===== src/rtl/trig_comb_pkg.sv =====
package trig_comb_pkg;

  localparam int unsigned NUM_CLASSES  = 3;
  localparam int unsigned TYPE_MASK_W  = 16;

  // event class numbering used for the per-class generate
  localparam int unsigned CLS_MEM  = 0;
  localparam int unsigned CLS_ICNT = 1;
  localparam int unsigned CLS_TRAP = 2;

  // trigger types the slots can be programmed to
  function automatic logic [TYPE_MASK_W-1:0] supported_types();
    logic [TYPE_MASK_W-1:0] m;
    m = '0;
    for (int t = 2; t <= 6; t++) m[t] = 1'b1;
    m[15] = 1'b1;
    return m;
  endfunction

endpackage


===== src/rtl/trig_chain_gate.sv =====
// Walks the slots in order and keeps only the matches a chain allows to report.
module trig_chain_gate #(
  parameter int unsigned NUM_SLOTS = 4
) (
  input  logic [NUM_SLOTS-1:0] hit,
  input  logic [NUM_SLOTS-1:0] chain,
  output logic [NUM_SLOTS-1:0] elig
);

  logic run_ok;

  always_comb begin
    run_ok = 1'b1;
    elig   = '0;
    for (int i = 0; i < NUM_SLOTS; i++) begin
      if (!run_ok) begin
        run_ok = ~chain[i];
      end else begin
        elig[i] = hit[i] & ~chain[i];
        run_ok  = hit[i] | ~chain[i];
      end
    end
  end

endmodule


===== src/rtl/trig_max_pick.sv =====
// Picks the eligible slot with the largest action; lower index wins ties.
module trig_max_pick #(
  parameter int unsigned NUM_SLOTS = 4,
  parameter int unsigned ACT_W     = 4,
  localparam int unsigned IDX_W    = (NUM_SLOTS > 1) ? $clog2(NUM_SLOTS) : 1
) (
  input  logic [NUM_SLOTS-1:0]       elig,
  input  logic [NUM_SLOTS*ACT_W-1:0] acts,
  output logic                       found,
  output logic [ACT_W-1:0]           best_act,
  output logic [IDX_W-1:0]           best_idx
);

  always_comb begin
    found    = 1'b0;
    best_act = '0;
    best_idx = '0;
    for (int i = 0; i < NUM_SLOTS; i++) begin
      if (elig[i] && (!found || (acts[i*ACT_W +: ACT_W] > best_act))) begin
        found    = 1'b1;
        best_act = acts[i*ACT_W +: ACT_W];
        best_idx = IDX_W'(i);
      end
    end
  end

endmodule


===== src/rtl/trig_result_reg.sv =====
// Per-class result register: one-cycle pulse, winner held between pulses.
module trig_result_reg #(
  parameter int unsigned ACT_W = 4,
  parameter int unsigned IDX_W = 2
) (
  input  logic             clk,
  input  logic             rst_n,
  input  logic             req,
  input  logic             found,
  input  logic [ACT_W-1:0] act_in,
  input  logic [IDX_W-1:0] idx_in,
  output logic             fire,
  output logic [ACT_W-1:0] act_q,
  output logic [IDX_W-1:0] idx_q
);

  logic             fire_d;
  logic             load_en;
  logic [ACT_W-1:0] act_d;
  logic [IDX_W-1:0] idx_d;

  always_comb begin
    fire_d  = req & found;
    load_en = fire_d;
    act_d   = load_en ? act_in : act_q;
    idx_d   = load_en ? idx_in : idx_q;
  end

  always_ff @(posedge clk or negedge rst_n) begin
    if (!rst_n) begin
      fire  <= 1'b0;
      act_q <= '0;
      idx_q <= '0;
    end else begin
      fire  <= fire_d;
      act_q <= act_d;
      idx_q <= idx_d;
    end
  end

endmodule


===== src/rtl/trig_match_combiner.sv =====
module trig_match_combiner
  import trig_comb_pkg::*;
#(
  parameter int unsigned NUM_SLOTS = 4,
  parameter int unsigned ACT_W     = 4,
  localparam int unsigned IDX_W    = (NUM_SLOTS > 1) ? $clog2(NUM_SLOTS) : 1
) (
  input  logic                       clk,
  input  logic                       rst_n,
  input  logic                       dbg_mode,
  input  logic [NUM_SLOTS-1:0]       slot_chain,
  input  logic [NUM_SLOTS*ACT_W-1:0] slot_action,
  input  logic                       mem_req,
  input  logic [NUM_SLOTS-1:0]       mem_hit,
  input  logic                       icnt_req,
  input  logic [NUM_SLOTS-1:0]       icnt_hit,
  input  logic                       trap_req,
  input  logic [NUM_SLOTS-1:0]       trap_hit,
  output logic                       mem_fire,
  output logic [ACT_W-1:0]           mem_act,
  output logic [IDX_W-1:0]           mem_slot,
  output logic                       icnt_fire,
  output logic [ACT_W-1:0]           icnt_act,
  output logic [IDX_W-1:0]           icnt_slot,
  output logic                       trap_fire,
  output logic [ACT_W-1:0]           trap_act,
  output logic [IDX_W-1:0]           trap_slot,
  output logic [TYPE_MASK_W-1:0]     type_mask
);

  logic [NUM_SLOTS-1:0] hit_bus  [NUM_CLASSES];
  logic                 req_bus  [NUM_CLASSES];
  logic                 fire_bus [NUM_CLASSES];
  logic [ACT_W-1:0]     act_bus  [NUM_CLASSES];
  logic [IDX_W-1:0]     idx_bus  [NUM_CLASSES];

  assign hit_bus[CLS_MEM]  = mem_hit;
  assign hit_bus[CLS_ICNT] = icnt_hit;
  assign hit_bus[CLS_TRAP] = trap_hit;
  assign req_bus[CLS_MEM]  = mem_req;
  assign req_bus[CLS_ICNT] = icnt_req;
  assign req_bus[CLS_TRAP] = trap_req;

  for (genvar c = 0; c < NUM_CLASSES; c++) begin : g_class
    logic [NUM_SLOTS-1:0] elig;
    logic                 found;
    logic [ACT_W-1:0]     win_act;
    logic [IDX_W-1:0]     win_idx;

    if (c == CLS_MEM) begin : g_chained
      trig_chain_gate #(.NUM_SLOTS(NUM_SLOTS)) u_gate (
        .hit   (hit_bus[c]),
        .chain (slot_chain),
        .elig  (elig)
      );
    end else begin : g_flat
      assign elig = hit_bus[c] & {NUM_SLOTS{~dbg_mode}};
    end

    trig_max_pick #(.NUM_SLOTS(NUM_SLOTS), .ACT_W(ACT_W)) u_pick (
      .elig     (elig),
      .acts     (slot_action),
      .found    (found),
      .best_act (win_act),
      .best_idx (win_idx)
    );

    trig_result_reg #(.ACT_W(ACT_W), .IDX_W(IDX_W)) u_res (
      .clk    (clk),
      .rst_n  (rst_n),
      .req    (req_bus[c]),
      .found  (found),
      .act_in (win_act),
      .idx_in (win_idx),
      .fire   (fire_bus[c]),
      .act_q  (act_bus[c]),
      .idx_q  (idx_bus[c])
    );
  end

  assign mem_fire  = fire_bus[CLS_MEM];
  assign mem_act   = act_bus[CLS_MEM];
  assign mem_slot  = idx_bus[CLS_MEM];
  assign icnt_fire = fire_bus[CLS_ICNT];
  assign icnt_act  = act_bus[CLS_ICNT];
  assign icnt_slot = idx_bus[CLS_ICNT];
  assign trap_fire = fire_bus[CLS_TRAP];
  assign trap_act  = act_bus[CLS_TRAP];
  assign trap_slot = idx_bus[CLS_TRAP];

  assign type_mask = supported_types();

endmodule


===== config.mk =====
export PLATFORM = sky130hd
export DESIGN_NAME = trig_match_combiner
export DESIGN_NICKNAME = d
export VERILOG_FILES = /design/src/rtl/trig_comb_pkg.sv /design/src/rtl/trig_chain_gate.sv /design/src/rtl/trig_max_pick.sv /design/src/rtl/trig_result_reg.sv /design/src/rtl/trig_match_combiner.sv
export SDC_FILE = /design/constraint.sdc
export NUM_CORES = 1
export LEC_CHECK = 0
export ABC_CLOCK_PERIOD_IN_PS = 1400
export BUFFER_PORTS_ARGS = -buffer_cell sky130_fd_sc_hd__buf_2
export CAP_MARGIN = 20
export CORE_MARGIN = 2
export CORE_UTILIZATION = 50
export CTS_BUF_LIST = sky130_fd_sc_hd__clkbuf_16
export DETAILED_ROUTE_END_ITERATION = 16
export PLACE_DENSITY = 0.78
export SYNTH_ARGS = -nofsm -noshare
export SYNTH_HDL_FRONTEND = slang
export SYNTH_SLANG_ARGS = --single-unit

===== constraint.sdc =====
create_clock -name clk -period 1.4 [get_ports clk]
set_input_delay 0.14 -clock clk [delete_from_list [all_inputs] [get_ports clk]]
set_output_delay 0.14 -clock clk [all_outputs]
set_load 0.02 [all_outputs]

==> results of run 1 <==
path summary, 6_finish.rpt:
path                                                       start                               endpoint  slack [ns]  depth (start not counted)
hold / removal                                   slot_action[14]  g_class[2].u_res.act_q[2]$_DFFE_PN0P_        0.26                          3
hold reg to reg            g_class[0].u_res.idx_q[1]$_DFFE_PN0P_  g_class[0].u_res.idx_q[1]$_DFFE_PN0P_        0.47                          2
max in group asynchronous                                  rst_n  g_class[2].u_res.idx_q[0]$_DFFE_PN0P_        0.73                          2
min in group asynchronous                                  rst_n  g_class[1].u_res.act_q[1]$_DFFE_PN0P_        0.37                          2
setup reg to reg           g_class[2].u_res.act_q[0]$_DFFE_PN0P_  g_class[2].u_res.act_q[0]$_DFFE_PN0P_        0.49                          3
setup / recovery                                   slot_chain[0]  g_class[0].u_res.act_q[0]$_DFFE_PN0P_       -2.83                         23
area by class of cell:
| cell class | count | area [µm²] | area share [%] |
|---|---|---|---|
| clock buffers | 3 | 75.1 | 1.76 |
| clock inverters | 1 | 5.00 | 0.117 |
| inverters | 18 | 92.6 | 2.17 |
| multi-input cells | 248 | 2300 | 53.8 |
| flip-flops and latches | 21 | 526 | 12.3 |
| well taps | 67 | 83.8 | 1.96 |
| repair buffers | 169 | 1190 | 27.8 |
Yosys cell counts, drive strengths merged, types with 2 or more instances:
library cell	number
a211o	6
a211oi	9
a21o	7
a21oi	16
a221o	5
a22o	3
a22oi	3
a31o	2
a31oi	5
a32oi	2
and2	2
and3	5
and4	3
buf	21
conb	2
dfrtp	21
ha	36
inv	17
mux2	11
nand2	25
nand2b	2
nand3	2
nand4	3
nor2	24
nor2b	13
o2111ai	2
o211a	2
o211ai	6
o21a	3
o21ai	13
o21bai	2
or2	3
layer usage:
layer	global-route usage (%)	wire [µm]	vias to the layer above	part of all wire, %
met5	0	0	-	0
met4	15.4	782	0	7.9
met3	2.91	580	78	5.8
met2	60.8	4990	172	50
met1	34.7	3600	1476	36
li1	-	-	1408	-
report_power, final:
| part | total, mW | switching (mW) | internal (mW) |
|---|---|---|---|
| Combinational | 1.89 | 0.990 | 0.898 |
| Sequential | 0.794 | 0.0724 | 0.722 |
| Clock | 0.588 | 0.205 | 0.383 |
what timing repair did:
action,4_1_cts,5_1_grt
resized for setup,46,15
hold endpoints to repair,21,0
hold buffers,1,0
setup buffers,15,3
pin swaps,37,11
endpoints found under the setup margin,18,18
cloned,0,0
flip-flops by register name (all words and copies together) (netlist names):
register,count
g_class.u_res.fire,3
g_class.u_res.act_q,12
g_class.u_res.idx_q,6
kinds of logic (layout without fill, tap and decap cells):
logic type               Yosys count  after routing  synth area share [%]
multiplexers                      11             11                  4.86
AND/OR/NAND/NOR                   89             89                  18.5
adder cells (fa/ha/maj)           37             37                  18.1
buffers and inverters             40            191                  8.93
flip-flops                        21             21                  20.6
other                              2             16                 0.294
AO/OA/AOI/OAI                     95             95                  28.7
stage by stage:
step / cells / hold slack [ns] / worst slack [ns]
after global routing: 527 / 0.265 / -2.97
after detailed placement: 504 / 0.102 / -3.07
after global placement: 504 / 0.106 / -2.99
after CTS: 524 / 0.239 / -2.69
final: 527 / 0.265 / -2.83
after floorplan: 309 / -0.156 / -2.71
tightest hold or removal path, stage by stage:
cell,delay (ns)
buf_2,0.17
nand2_1,0.08
a31oi_1,0.08
placed cells by master (no fill, tap or decap), drive strengths merged, types with 2 or more instances in the layout:
cell type    n
a31oi        5
ha          36
or2          3
a22oi        3
a22o         3
a21oi       16
a32oi        2
a221o        5
nand2b       2
and4         3
buf        168
o21a         3
nor2        24
nand2       25
a211oi       9
and3         5
o211a        2
and2         2
dfrtp       21
nor2b       13
o21ai       13
inv         17
a21o         7
conb        16
nand4        3
o211ai       6
a31o         2
o21bai       2
clkinv       2
o2111ai      2
clkbuf       3
mux2        11
nand3        2
a211o        6
==> metrics.yaml, run 1 <==
power_and_ir_drop:
  peakVddDrop_v: 0.000668
  finalPower_mw: 3.27
  leakage_nw: 2.11
  power_density_nw_per_um2: 766
final_layout:
  drive_gt1_share_pct: 57.2
  area_growth_pct: 67.2
  stdcell_area_um2: 4270
  fin_nets: 535
  n_fill_cell: 240
  final_core_util_pct: 88.6
  antenna-diode-count: 0
route:
  wire_per_inst_um: 18.9
  vias: 3134
  dr.pass1.iters: 4
  drt_iter0_drc: 261
  ant_nets: 0
  drc: 0
  via_per_inst: 5.95
  wl_mm: 9.95
timing:
  max_freq_mhz: 236
  rsz0062_at_grt: "true"
  min_period_ns: 4.23
  drv_slew: 0
  worst_slack_ns: -2.83
  hold_violations: 0
  skew_ns: 0
  fin_crit_sh_pct: 302
  fin_tns_setup_ns: -48.12
  setup_viol: 18
clocking:
  htree_levels: 1
  clock-root-buffer: "clkbuf_16"
  clk_path_buf_depth: 2
  cts_made_buffers: 3
  worst_skew_pair.late_latency_ns: 0.25
  clock_sinks: 21
  path_clk_slew_ns: 0.06
  cts_tree: "yes"
global_route:
  grt_max_degree: 22
  grtUsageTotal_pct: 31.8
  grt_pass1_wl_mm: 13.9
  antenna_found_initial: 0
  grt_overflow: 0
  grt_pass1_vias: 2943
placed_design:
  finalWeightedCongestion: 0.883
  portBuffers: 58
  dpl_cell_area_um2: 3730
  place_hpwl_mm: 6.35
worst_setup_path:
  cp_slowest_cell: "ha_1"
  critPathTopFamily: "compound AO/OA/AOI/OAI gates"
  cp_num_buf_inv: 2
  crit_chain: "buf_6, and2b_4, nand2_2, ha_4, nor2b_1, o211ai_1, a21oi_2, buf_4, o211ai_1, nand2_1, ha_1, and4_2, a211oi_2, or2_4, a221o_1, o21ai_1, ha_1, nor2b_1, o21ai_1, a32o_2, a21oi_4, a311o_1, a21oi_1"
  crit_required_ns: 1.54
  arrival_ns: 4.37
  cp_max_fo: 7
  critical_path_class: "input pin to flip-flop"
  cp-end-kind: "flip-flop"
  cp-start-kind: "input pin"
  max_stage_delay_ns: 0.31
logic_synthesis:
  dominantRegCellSynth: "dfrtp_1"
  synth_edf_count: 0
  synth_cells: 295
  synth_area_leaders: "dfrtp_1, ha_1, mux2_2"
  seq_area_frac_synth_pct: 20.6
  synth_top_area_share_pct: 20.6
  ys_types: 65
  yosys_register_bits: 21
  synthArstFlopShare_pct: 100
  syn_area_um2: 2550
  avgSynthCellArea_um2: 8.65
  yosysTopAreaCell: "dfrtp_1"
  ys_warn_count: 0
outcome:
  status: "finished with violations"
  violations: "negative setup slack"
floorplan:
  core_um2: 4820
  initial_core_util_pct: 53.0
  ios: 75
  die_h_um: 75.4
  std_cell_rows: 25
  die_w_um: 75.4
  dieArea_um2: 5690
hold_path:
  hp-class: "input pin to flip-flop"
run:
  max_cap_viol_count: 0
(Power assumes the default switching activity.)
==> run 2: changes to the inputs <==
--- a/config.mk
+++ b/config.mk
@@ -5,14 +5,14 @@
 export SDC_FILE = /design/constraint.sdc
 export NUM_CORES = 1
 export LEC_CHECK = 0
+export ABC_AREA = 1
 export ABC_CLOCK_PERIOD_IN_PS = 1400
 export BUFFER_PORTS_ARGS = -buffer_cell sky130_fd_sc_hd__buf_2
-export CAP_MARGIN = 20
 export CORE_MARGIN = 2
 export CORE_UTILIZATION = 50
 export CTS_BUF_LIST = sky130_fd_sc_hd__clkbuf_16
 export DETAILED_ROUTE_END_ITERATION = 16
-export PLACE_DENSITY = 0.78
+export PLACE_DENSITY = 0.77
 export SYNTH_ARGS = -nofsm -noshare
 export SYNTH_HDL_FRONTEND = slang
 export SYNTH_SLANG_ARGS = --single-unit
==> metrics.yaml, run 2 <==
logic_synthesis:
  ys_warn_count: 0  # unchanged
  synth_fa_ha_area_share_pct: 16.9  # -1.2 points
  ys_types: 30  # -54%
  yosys_register_bits: 21  # unchanged
  synth_cells: 417  # +41%
  synthTopCellsByCount: "nand2_1, nand3_1, inv_1"
  synth-simple-area-share_pct: 39.9  # +21 points
  synth_top_area_share_pct: 19.7  # -0.93 points
  dominantRegCellSynth: "dfrtp_1"
  seq_area_frac_synth_pct: 19.7  # -0.93 points
  synthArstFlopShare_pct: 100  # unchanged
  synth_most_common_cell: "nand2_1"
  yosysTopAreaCell: "dfrtp_1"
  avgSynthCellArea_um2: 6.41  # -26%
  synth_compound_area_share_pct: 9.09  # -20 points
  syn_area_um2: 2670  # +4.7%
  synth_area_leaders: "dfrtp_1, nand2_1, ha_1"
  synth_xor_area_share_pct: 0  # unchanged
  synth_edf_count: 0  # unchanged
  synth_top_family_by_area: "simple AND/OR/NAND/NOR gates"
  yosys-mux-area-fraction_pct: 0  # -4.9 points
placed_design:
  dpl_cell_area_um2: 3840  # +3.0%
  pre_cts_slack_ns: -2.41  # +0.666 ns
  place_hpwl_mm: 6.30  # -0.82%
  finalWeightedCongestion: 0.858  # -2.8%
  portBuffers: 58  # unchanged
outcome:
  status: "aborted with a tool error"
  error: "[ERROR DPL-0038] Utilization greater than 100%, impossible to legalize"
  stop_stage: "global routing (5_1_grt)"
clocking:
  cts_made_buffers: 3  # unchanged
  clock-root-buffer: "clkbuf_16"
  clk_path_buf_depth: 2  # unchanged
  htree_levels: 1  # unchanged
  clock_sinks: 21  # unchanged
floorplan:
  ios: 75  # unchanged
  std_cell_rows: 26  # +4.0%
  initial_core_util_pct: 52.0  # -0.99 points
  die_h_um: 77.1  # +2.2%
  die_w_um: 77.1  # +2.2%
timing:
  worst_endpoint: "g_class[1].u_res.act_q[0]$_DFFE_PN0P_/D"
  timing.worst_endpoint.kind: "sequential cell input"
global_route:
  grt_max_degree: 22
[run 2: logic make-up after synthesis]
kind of cell / Yosys count
DFF: 21
buffers and inverters: 83
other: 2
adders and majority gates: 36
AOI/OAI and AO/OA: 38
and+or+nand+nor: 237
[run 2: metrics by stage]
| step | TNS [ns] | instances | utilization (%) |
|---|---|---|---|
| after floorplan | -32.85 | 431 | - |
| after global placement | -39.22 | 646 | 74.8 |
| after detailed placement | -41.70 | 646 | 74.8 |
| after CTS | -33.85 | 698 | 93.6 |
[run 2: repair_timing]
action,in CTS
hold endpoints to repair,21
setup buffers,46
hold buffers,1
pin swaps,72
gates resized for setup,108
endpoints found under the setup margin,18
gates cloned,1
==> run 3: changes to the inputs <==
--- a/config.mk
+++ b/config.mk
@@ -9,10 +9,9 @@
 export ABC_CLOCK_PERIOD_IN_PS = 1400
 export BUFFER_PORTS_ARGS = -buffer_cell sky130_fd_sc_hd__buf_2
 export CORE_MARGIN = 2
-export CORE_UTILIZATION = 50
-export CTS_BUF_LIST = sky130_fd_sc_hd__clkbuf_16
+export CORE_UTILIZATION = 35
 export DETAILED_ROUTE_END_ITERATION = 16
-export PLACE_DENSITY = 0.77
+export PLACE_DENSITY_LB_ADDON = 0.15
 export SYNTH_ARGS = -nofsm -noshare
 export SYNTH_HDL_FRONTEND = slang
 export SYNTH_SLANG_ARGS = --single-unit
==> metrics.yaml, run 3 <==
timing:
  hold_violations: 0
  min_period_ns: 3.41
  max_freq_mhz: 293
  rsz0062_at_grt: "true"
  skew_ns: 0
  fin_crit_sh_pct: 243
  worst_slack_ns: -2.01
  drv_slew: 0
  fin_hold_ws_ns: 0.203
  setup_viol: 18
global_route:
  grt_use_met2_pct: 33.9
  grt_pass1_vias: 2970
  grt_overflow: 0
  grt-busiest-layer: "met2"
  grt_max_degree: 22
  use_met3_pct: 1.16
  use_met1_pct: 23.0
  grt_pass1_wl_mm: 12.9
  grtUsageTotal_pct: 18.5
  antenna_found_initial: 0
placed_design:
  dpl_cell_area_um2: 3920  # +2.1%
  portBuffers: 58  # unchanged
  place_hpwl_mm: 6.49  # +3.0%
  dpl.cell_count: 681  # +5.4%
  finalWeightedCongestion: 0.833  # -2.9%
floorplan:
  die_h_um: 91.4  # +19%
  die_w_um: 91.4  # +19%
  std_cell_rows: 31  # +19%
  dieArea_um2: 8350
  ios: 75  # unchanged
  initial_core_util_pct: 36.4  # -16 points
  core_um2: 7330
final_layout:
  layout_commonest_cell: "buf_4"
  top_regs: "g_class.u_res.act_q x12, g_class.u_res.idx_q x6, g_class.u_res.fire x3"
  area_growth_pct: 88.0
  antenna-diode-count: 0
  register_area_um2: 526
  multiInputGateArea_um2: 2690
  regMostFlops: "g_class.u_res.act_q"
  final_core_util_pct: 68.5
  fin_nets: 685
  instances_no_fill: 709
  largest_reg_flops: 12
  n_fill_cell: 597
  stdcell_area_um2: 5020
  final_cell_mix: "buf_4, nand2_1, buf_2, nand2_2, inv_1"
  drive_gt1_share_pct: 63.0
logic_synthesis:
  synth_edf_count: 0  # unchanged
  synth_most_common_cell: "nand2_1"
  synthArstFlopShare_pct: 100  # unchanged
  synthTopCellsByCount: "nand2_1, nand3_1, inv_1"
  ys_types: 30  # unchanged
  synth_cells: 417  # unchanged
  dominantRegCellSynth: "dfrtp_1"
  synth_top_area_share_pct: 19.7  # unchanged
  yosys_register_bits: 21  # unchanged
  syn_area_um2: 2670  # unchanged
  seq_area_frac_synth_pct: 19.7  # unchanged
  avgSynthCellArea_um2: 6.41  # unchanged
  yosysTopAreaCell: "dfrtp_1"
  ys_warn_count: 0  # unchanged
  synth_area_leaders: "dfrtp_1, nand2_1, ha_1"
worst_setup_path:
  rrSetupSlack_ns: 0.68
  r2r-end: "g_class[1].u_res.idx_q[1]$_DFFE_PN0P_"
  max_stage_delay_ns: 0.27
  arrival_ns: 3.61
  cp_slowest_cell: "ha_4"
  crit_required_ns: 1.60
  cp_max_fo: 7
  r2r-start: "g_class[1].u_res.idx_q[1]$_DFFE_PN0P_"
  cp-start-kind: "input pin"
  cp-end-kind: "flip-flop"
  critical_path_class: "input pin to flip-flop"
  rr_worst_depth: 2
route:
  dr.pass1.iters: 4
  vias: 3281
  wl_mm: 9.15
  drc: 0
  drt_iter0_drc: 73
  via_per_inst: 4.63
  ant_nets: 0
  wire_per_inst_um: 12.9
hold_path:
  min_to: "g_class[2].u_res.fire$_DFF_PN0_"
  worstHoldStart: "trap_req"
  hp-class: "input pin to flip-flop"
  min_path_cells: 3
power_and_ir_drop:
  peakVddDrop_v: 0.000328
  leakage_nw: 2.65
  power_density_nw_per_um2: 633
  finalPower_mw: 3.18
clocking:
  worst_skew_pair.late_latency_ns: 0.26
  clk_path_buf_depth: 2  # unchanged
  htree_levels: 1  # unchanged
  cts_tree: "yes"
  cts_made_buffers: 3  # unchanged
  path_clk_slew_ns: 0.07
  clock-root-buffer: "clkbuf_8"
  clock_sinks: 21  # unchanged
outcome:
  status: "finished with violations"
  violations: "negative setup slack"
run:
  max_cap_viol_count: 0
run 3: cell counts after synthesis:
No cell type changed its count.
run 3: worst max-delay path, delay by kind of cell:
family | cells | cell delay (ns)
simple gates | 20 | 1.71
fa+ha+maj | 3 | 0.75
compound gates | 5 | 0.60
buf+inv | 6 | 0.39
run 3: worst max-delay path by stage:
stage / from / slack, ns / depth (start not counted) / to
CTS: icnt_hit[0] / -2.01 / 34 / g_class[1].u_res.act_q[0]$_DFFE_PN0P_
floorplan: icnt_hit[0] / -1.89 / 33 / g_class[1].u_res.act_q[0]$_DFFE_PN0P_
finish: icnt_hit[0] / -2.01 / 34 / g_class[1].u_res.act_q[3]$_DFFE_PN0P_
global route: icnt_hit[0] / -2.27 / 37 / g_class[1].u_res.act_q[3]$_DFFE_PN0P_
detailed placement: icnt_hit[0] / -2.41 / 35 / g_class[1].u_res.act_q[0]$_DFFE_PN0P_
global placement: icnt_hit[0] / -2.34 / 34 / g_class[1].u_res.act_q[0]$_DFFE_PN0P_
run 3: cells by family after synthesis:
group / after synthesis / synth area share [%]
and+or+nand+nor: 237 / 39.9
buffers and inverters: 83 / 14.2
AOI/OAI and AO/OA: 38 / 9.09
adders and majority gates: 36 / 16.9
DFF: 21 / 19.7
other: 2 / 0.281
run 3: where the power goes:
part           leakage [nW]  switching, mW  internal, mW  total (mW)
Combinational          2.36           1.10         0.925        2.03
Sequential            0.262         0.0512         0.714       0.765
Clock                0.0228          0.187         0.203       0.390
Total                  2.65           1.34          1.84        3.18
run 3: layout make-up:
class / count / area share, %
clock buffers: 4 / 0.897
well taps: 99 / 2.47
repair buffers: 191 / 27.3
flip-flops and latches: 21 / 10.5
inverters: 66 / 5.36
multi-input cells: 328 / 53.6
run 3: stage by stage:
step	setup TNS [ns]	setup WS, ns
6_report	-35.00	-2.01
5_1_grt	-39.07	-2.27
4_1_cts	-35.09	-2.01
3_5_place_dp	-41.97	-2.41
3_3_place_gp	-39.93	-2.34
2_1_floorplan	-32.85	-1.89
run 3: per-layer routing:
metal / part of all wire [%] / vias to the layer above
met1: 43 / 1515
met3: 2.1 / 14
met4: 2.2 / 0
li1: - / 1690
met2: 53 / 62
met5: 0 / -
run 3: repair_timing:
action                                  4_1_cts  5_1_grt
gates resized for setup                      32      152
setup buffers                                 6       16
gates cloned                                  1        0
endpoints found under the setup margin       18       18
endpoints found under the hold margin        21        0
pin swaps                                    34      106
hold buffers                                  1        0
==> run 4: changes to the inputs <==
--- a/config.mk
+++ b/config.mk
@@ -8,10 +8,10 @@
 export ABC_AREA = 1
 export ABC_CLOCK_PERIOD_IN_PS = 1400
 export BUFFER_PORTS_ARGS = -buffer_cell sky130_fd_sc_hd__buf_2
-export CORE_MARGIN = 2
 export CORE_UTILIZATION = 35
 export DETAILED_ROUTE_END_ITERATION = 16
 export PLACE_DENSITY_LB_ADDON = 0.15
+export RECOVER_POWER = 25
 export SYNTH_ARGS = -nofsm -noshare
 export SYNTH_HDL_FRONTEND = slang
 export SYNTH_SLANG_ARGS = --single-unit
==> metrics.yaml, run 4 (synthesis results as in run 3) <==
outcome:
  status: "finished with violations"
  violations: "negative setup slack"
final_layout:
  final_cell_mix: "buf_4, nand2_1, nand2_2, buf_2, inv_1"
  top_regs: "g_class.u_res.act_q x12, g_class.u_res.idx_q x6, g_class.u_res.fire x3"
  largest_reg_flops: 12  # unchanged
  drive_gt1_share_pct: 66.6  # +3.7 points
  layout_commonest_cell: "buf_4"
  n_fill_cell: 539  # -9.7%
  regMostFlops: "g_class.u_res.act_q"
  final_core_util_pct: 71.9  # +3.3 points
  instances_no_fill: 731  # +3.1%
  stdcell_area_um2: 5270  # +4.9%
  fin_nets: 707  # +3.2%
  antenna-diode-count: 0  # unchanged
  area_growth_pct: 97.2
worst_setup_path:
  cp-end-kind: "flip-flop"
  critical_path_class: "input pin to flip-flop"
  cp-start-kind: "input pin"
  arrival_ns: 3.68  # +0.07 ns
  cp_num_buf_inv: 5  # -1
  cp_max_fo: 8  # +1
  cp_slowest_cell: "ha_4"
  max_stage_delay_ns: 0.27  # about the same
  critPathTopFamily: "simple AND/OR/NAND/NOR gates"
  crit_required_ns: 1.60  # about the same
  crit_top_cell: "nand2_1"
timing:
  setup_viol: 18  # unchanged
  max_freq_mhz: 288  # -2.0%
  fin_crit_sh_pct: 248  # +4.9 points
  drv_slew: 0  # unchanged
  min_period_ns: 3.48  # +0.0684 ns
  skew_ns: 0  # unchanged
  fin_tns_setup_ns: -35.28  # -0.283 ns
  rsz0062_at_grt: "true"
  fin_hold_ws_ns: 0.199  # -0.00471 ns
  worst_pin_slew_ns: 0.510
  max_slew_margin_pct: 66.0
  worst_slack_ns: -2.08  # -0.0684 ns
  hold_violations: 0  # unchanged
global_route:
  grt_overflow: 0  # unchanged
  antenna_found_initial: 0  # unchanged
  grtUsageTotal_pct: 22.4  # +3.9 points
  grt_pass1_wl_mm: 14.2  # +10%
  grt_pass1_vias: 3200  # +7.7%
  grt_max_degree: 22  # unchanged
power_and_ir_drop:
  netSwitchingPower_mw: 1.38  # +2.8%
  swShare_pct: 42.1  # -0.046 points
  combPwrFrac_pct: 64.7  # +1.0 points
  peakVddDrop_v: 0.000316  # -3.6%
  internal_power_mw: 1.90  # +3.0%
  share_seq_of_total_power_pct: 23.3  # -0.8 points
  p_clk_share_pct: 12.0  # -0.3 points
  power_density_nw_per_um2: 622  # -1.9%
  leakage_nw: 2.79  # +5.4%
clocking:
  htree_levels: 1  # unchanged
  cts_tree: "yes"
  clock_sinks: 21  # unchanged
  path_clk_slew_ns: 0.07  # about the same
  worst_skew_pair.late_latency_ns: 0.26  # about the same
  cts_made_buffers: 3  # unchanged
  clk_path_buf_depth: 2  # unchanged
  clock-root-buffer: "clkbuf_8"
floorplan:
  die_h_um: 89.4  # -2.2%
  std_cell_rows: 31  # unchanged
  dieArea_um2: 7990  # -4.3%
  die_w_um: 89.4  # -2.2%
  core_um2: 7330  # unchanged
  ios: 75  # unchanged
  initial_core_util_pct: 36.4  # unchanged
route:
  via_per_inst: 4.69  # +1.3%
  vias: 3428  # +4.5%
  wire_per_inst_um: 13.1  # +1.6%
  wl_mm: 9.58  # +4.7%
  dr.pass1.iters: 4  # unchanged
  drt_iter0_drc: 106  # +45%
  drc: 0  # unchanged
  ant_nets: 0  # unchanged
run:
  max_cap_viol_count: 0  # unchanged
placed_design:
  dpl_cell_area_um2: 3920  # -0.19%
  portBuffers: 58  # unchanged
  finalWeightedCongestion: 0.844  # +1.4%
  place_hpwl_mm: 6.34  # -2.2%
  dpl.cell_count: 680  # -0.15%
hold_path:
  hp-class: "input pin to flip-flop"
-- run 4: cell count changes in the layout (fill, tap and decap cells not counted), sizes merged --
cell    before  now
buf        190  211
clkbuf       4    5
clkinv       3    0
inv         62   65
-- run 4: cell type report --
cell class / instances / area (µm²) / area share (%)
Multi-Input combinational cell: 328 / 2770 / 52.5
Timing Repair Buffer: 213 / 1530 / 29.1
Sequential cell: 21 / 526 / 9.98
Inverter: 66 / 274 / 5.20
Tap cell: 99 / 124 / 2.35
Clock buffer: 4 / 45.0 / 0.855
-- run 4: worst register-to-register path: stages (launching register included) --
cell and delay, ns:
dfrtp_1 0.39, nand2_1 0.07, o21ai_1 0.06, inv_1 0.06, nand2_1 0.05
-- run 4: through the flow --
stage / power [mW] / worst slack, ns
2_1_floorplan: 1.66 / -1.89
3_3_place_gp: 2.21 / -2.28
3_5_place_dp: 2.24 / -2.37
4_1_cts: 2.96 / -1.94
5_1_grt: 3.51 / -2.26
6_report: 3.27 / -2.08
-- run 4: power groups by stage --
stage / sequential, mW / combinational (mW) / clock [mW]
floorplan: 0.915 / 0.748 / 0
global placement: 0.770 / 1.44 / 0
detailed placement: 0.774 / 1.47 / 0
CTS: 0.763 / 1.80 / 0.397
global route: 0.777 / 2.31 / 0.418
finish: 0.761 / 2.12 / 0.394
-- run 4: repair_timing --
item	4_1_cts	5_1_grt
endpoints found under the hold margin	21	0
pin swaps	88	67
gates resized for setup	97	114
hold buffers	1	0
endpoints found under the setup margin	18	18
gates cloned	1	0
setup buffers	37	8
-- run 4: path summary, 6_finish.rpt --
kind                                                  startpoint                                     to  slack (ns)  cells after the start
max                                                  icnt_hit[0]  g_class[1].u_res.act_q[3]$_DFFE_PN0P_       -2.08                     33
min                                                      mem_req        g_class[0].u_res.fire$_DFF_PN0_        0.20                      2
max reg2reg                g_class[1].u_res.act_q[0]$_DFFE_PN0P_  g_class[1].u_res.act_q[0]$_DFFE_PN0P_        0.67                      4
min reg2reg                g_class[0].u_res.act_q[3]$_DFFE_PN0P_  g_class[0].u_res.act_q[3]$_DFFE_PN0P_        0.47                      2
max in group asynchronous                                  rst_n  g_class[2].u_res.act_q[2]$_DFFE_PN0P_        0.68                      2
min in group asynchronous                                  rst_n  g_class[0].u_res.idx_q[0]$_DFFE_PN0P_        0.38                      2
-- run 4: routing by layer --
| metal | wire (µm) | GRT usage (%) | vias up | part of all wire (%) |
|---|---|---|---|---|
| met5 | 0 | 0 | - | 0 |
| met4 | 284 | 7.94 | 0 | 3.0 |
| met3 | 224 | 0.831 | 24 | 2.3 |
| met2 | 5050 | 41.8 | 88 | 53 |
| met1 | 4020 | 27.1 | 1582 | 42 |
| li1 | - | - | 1734 | - |
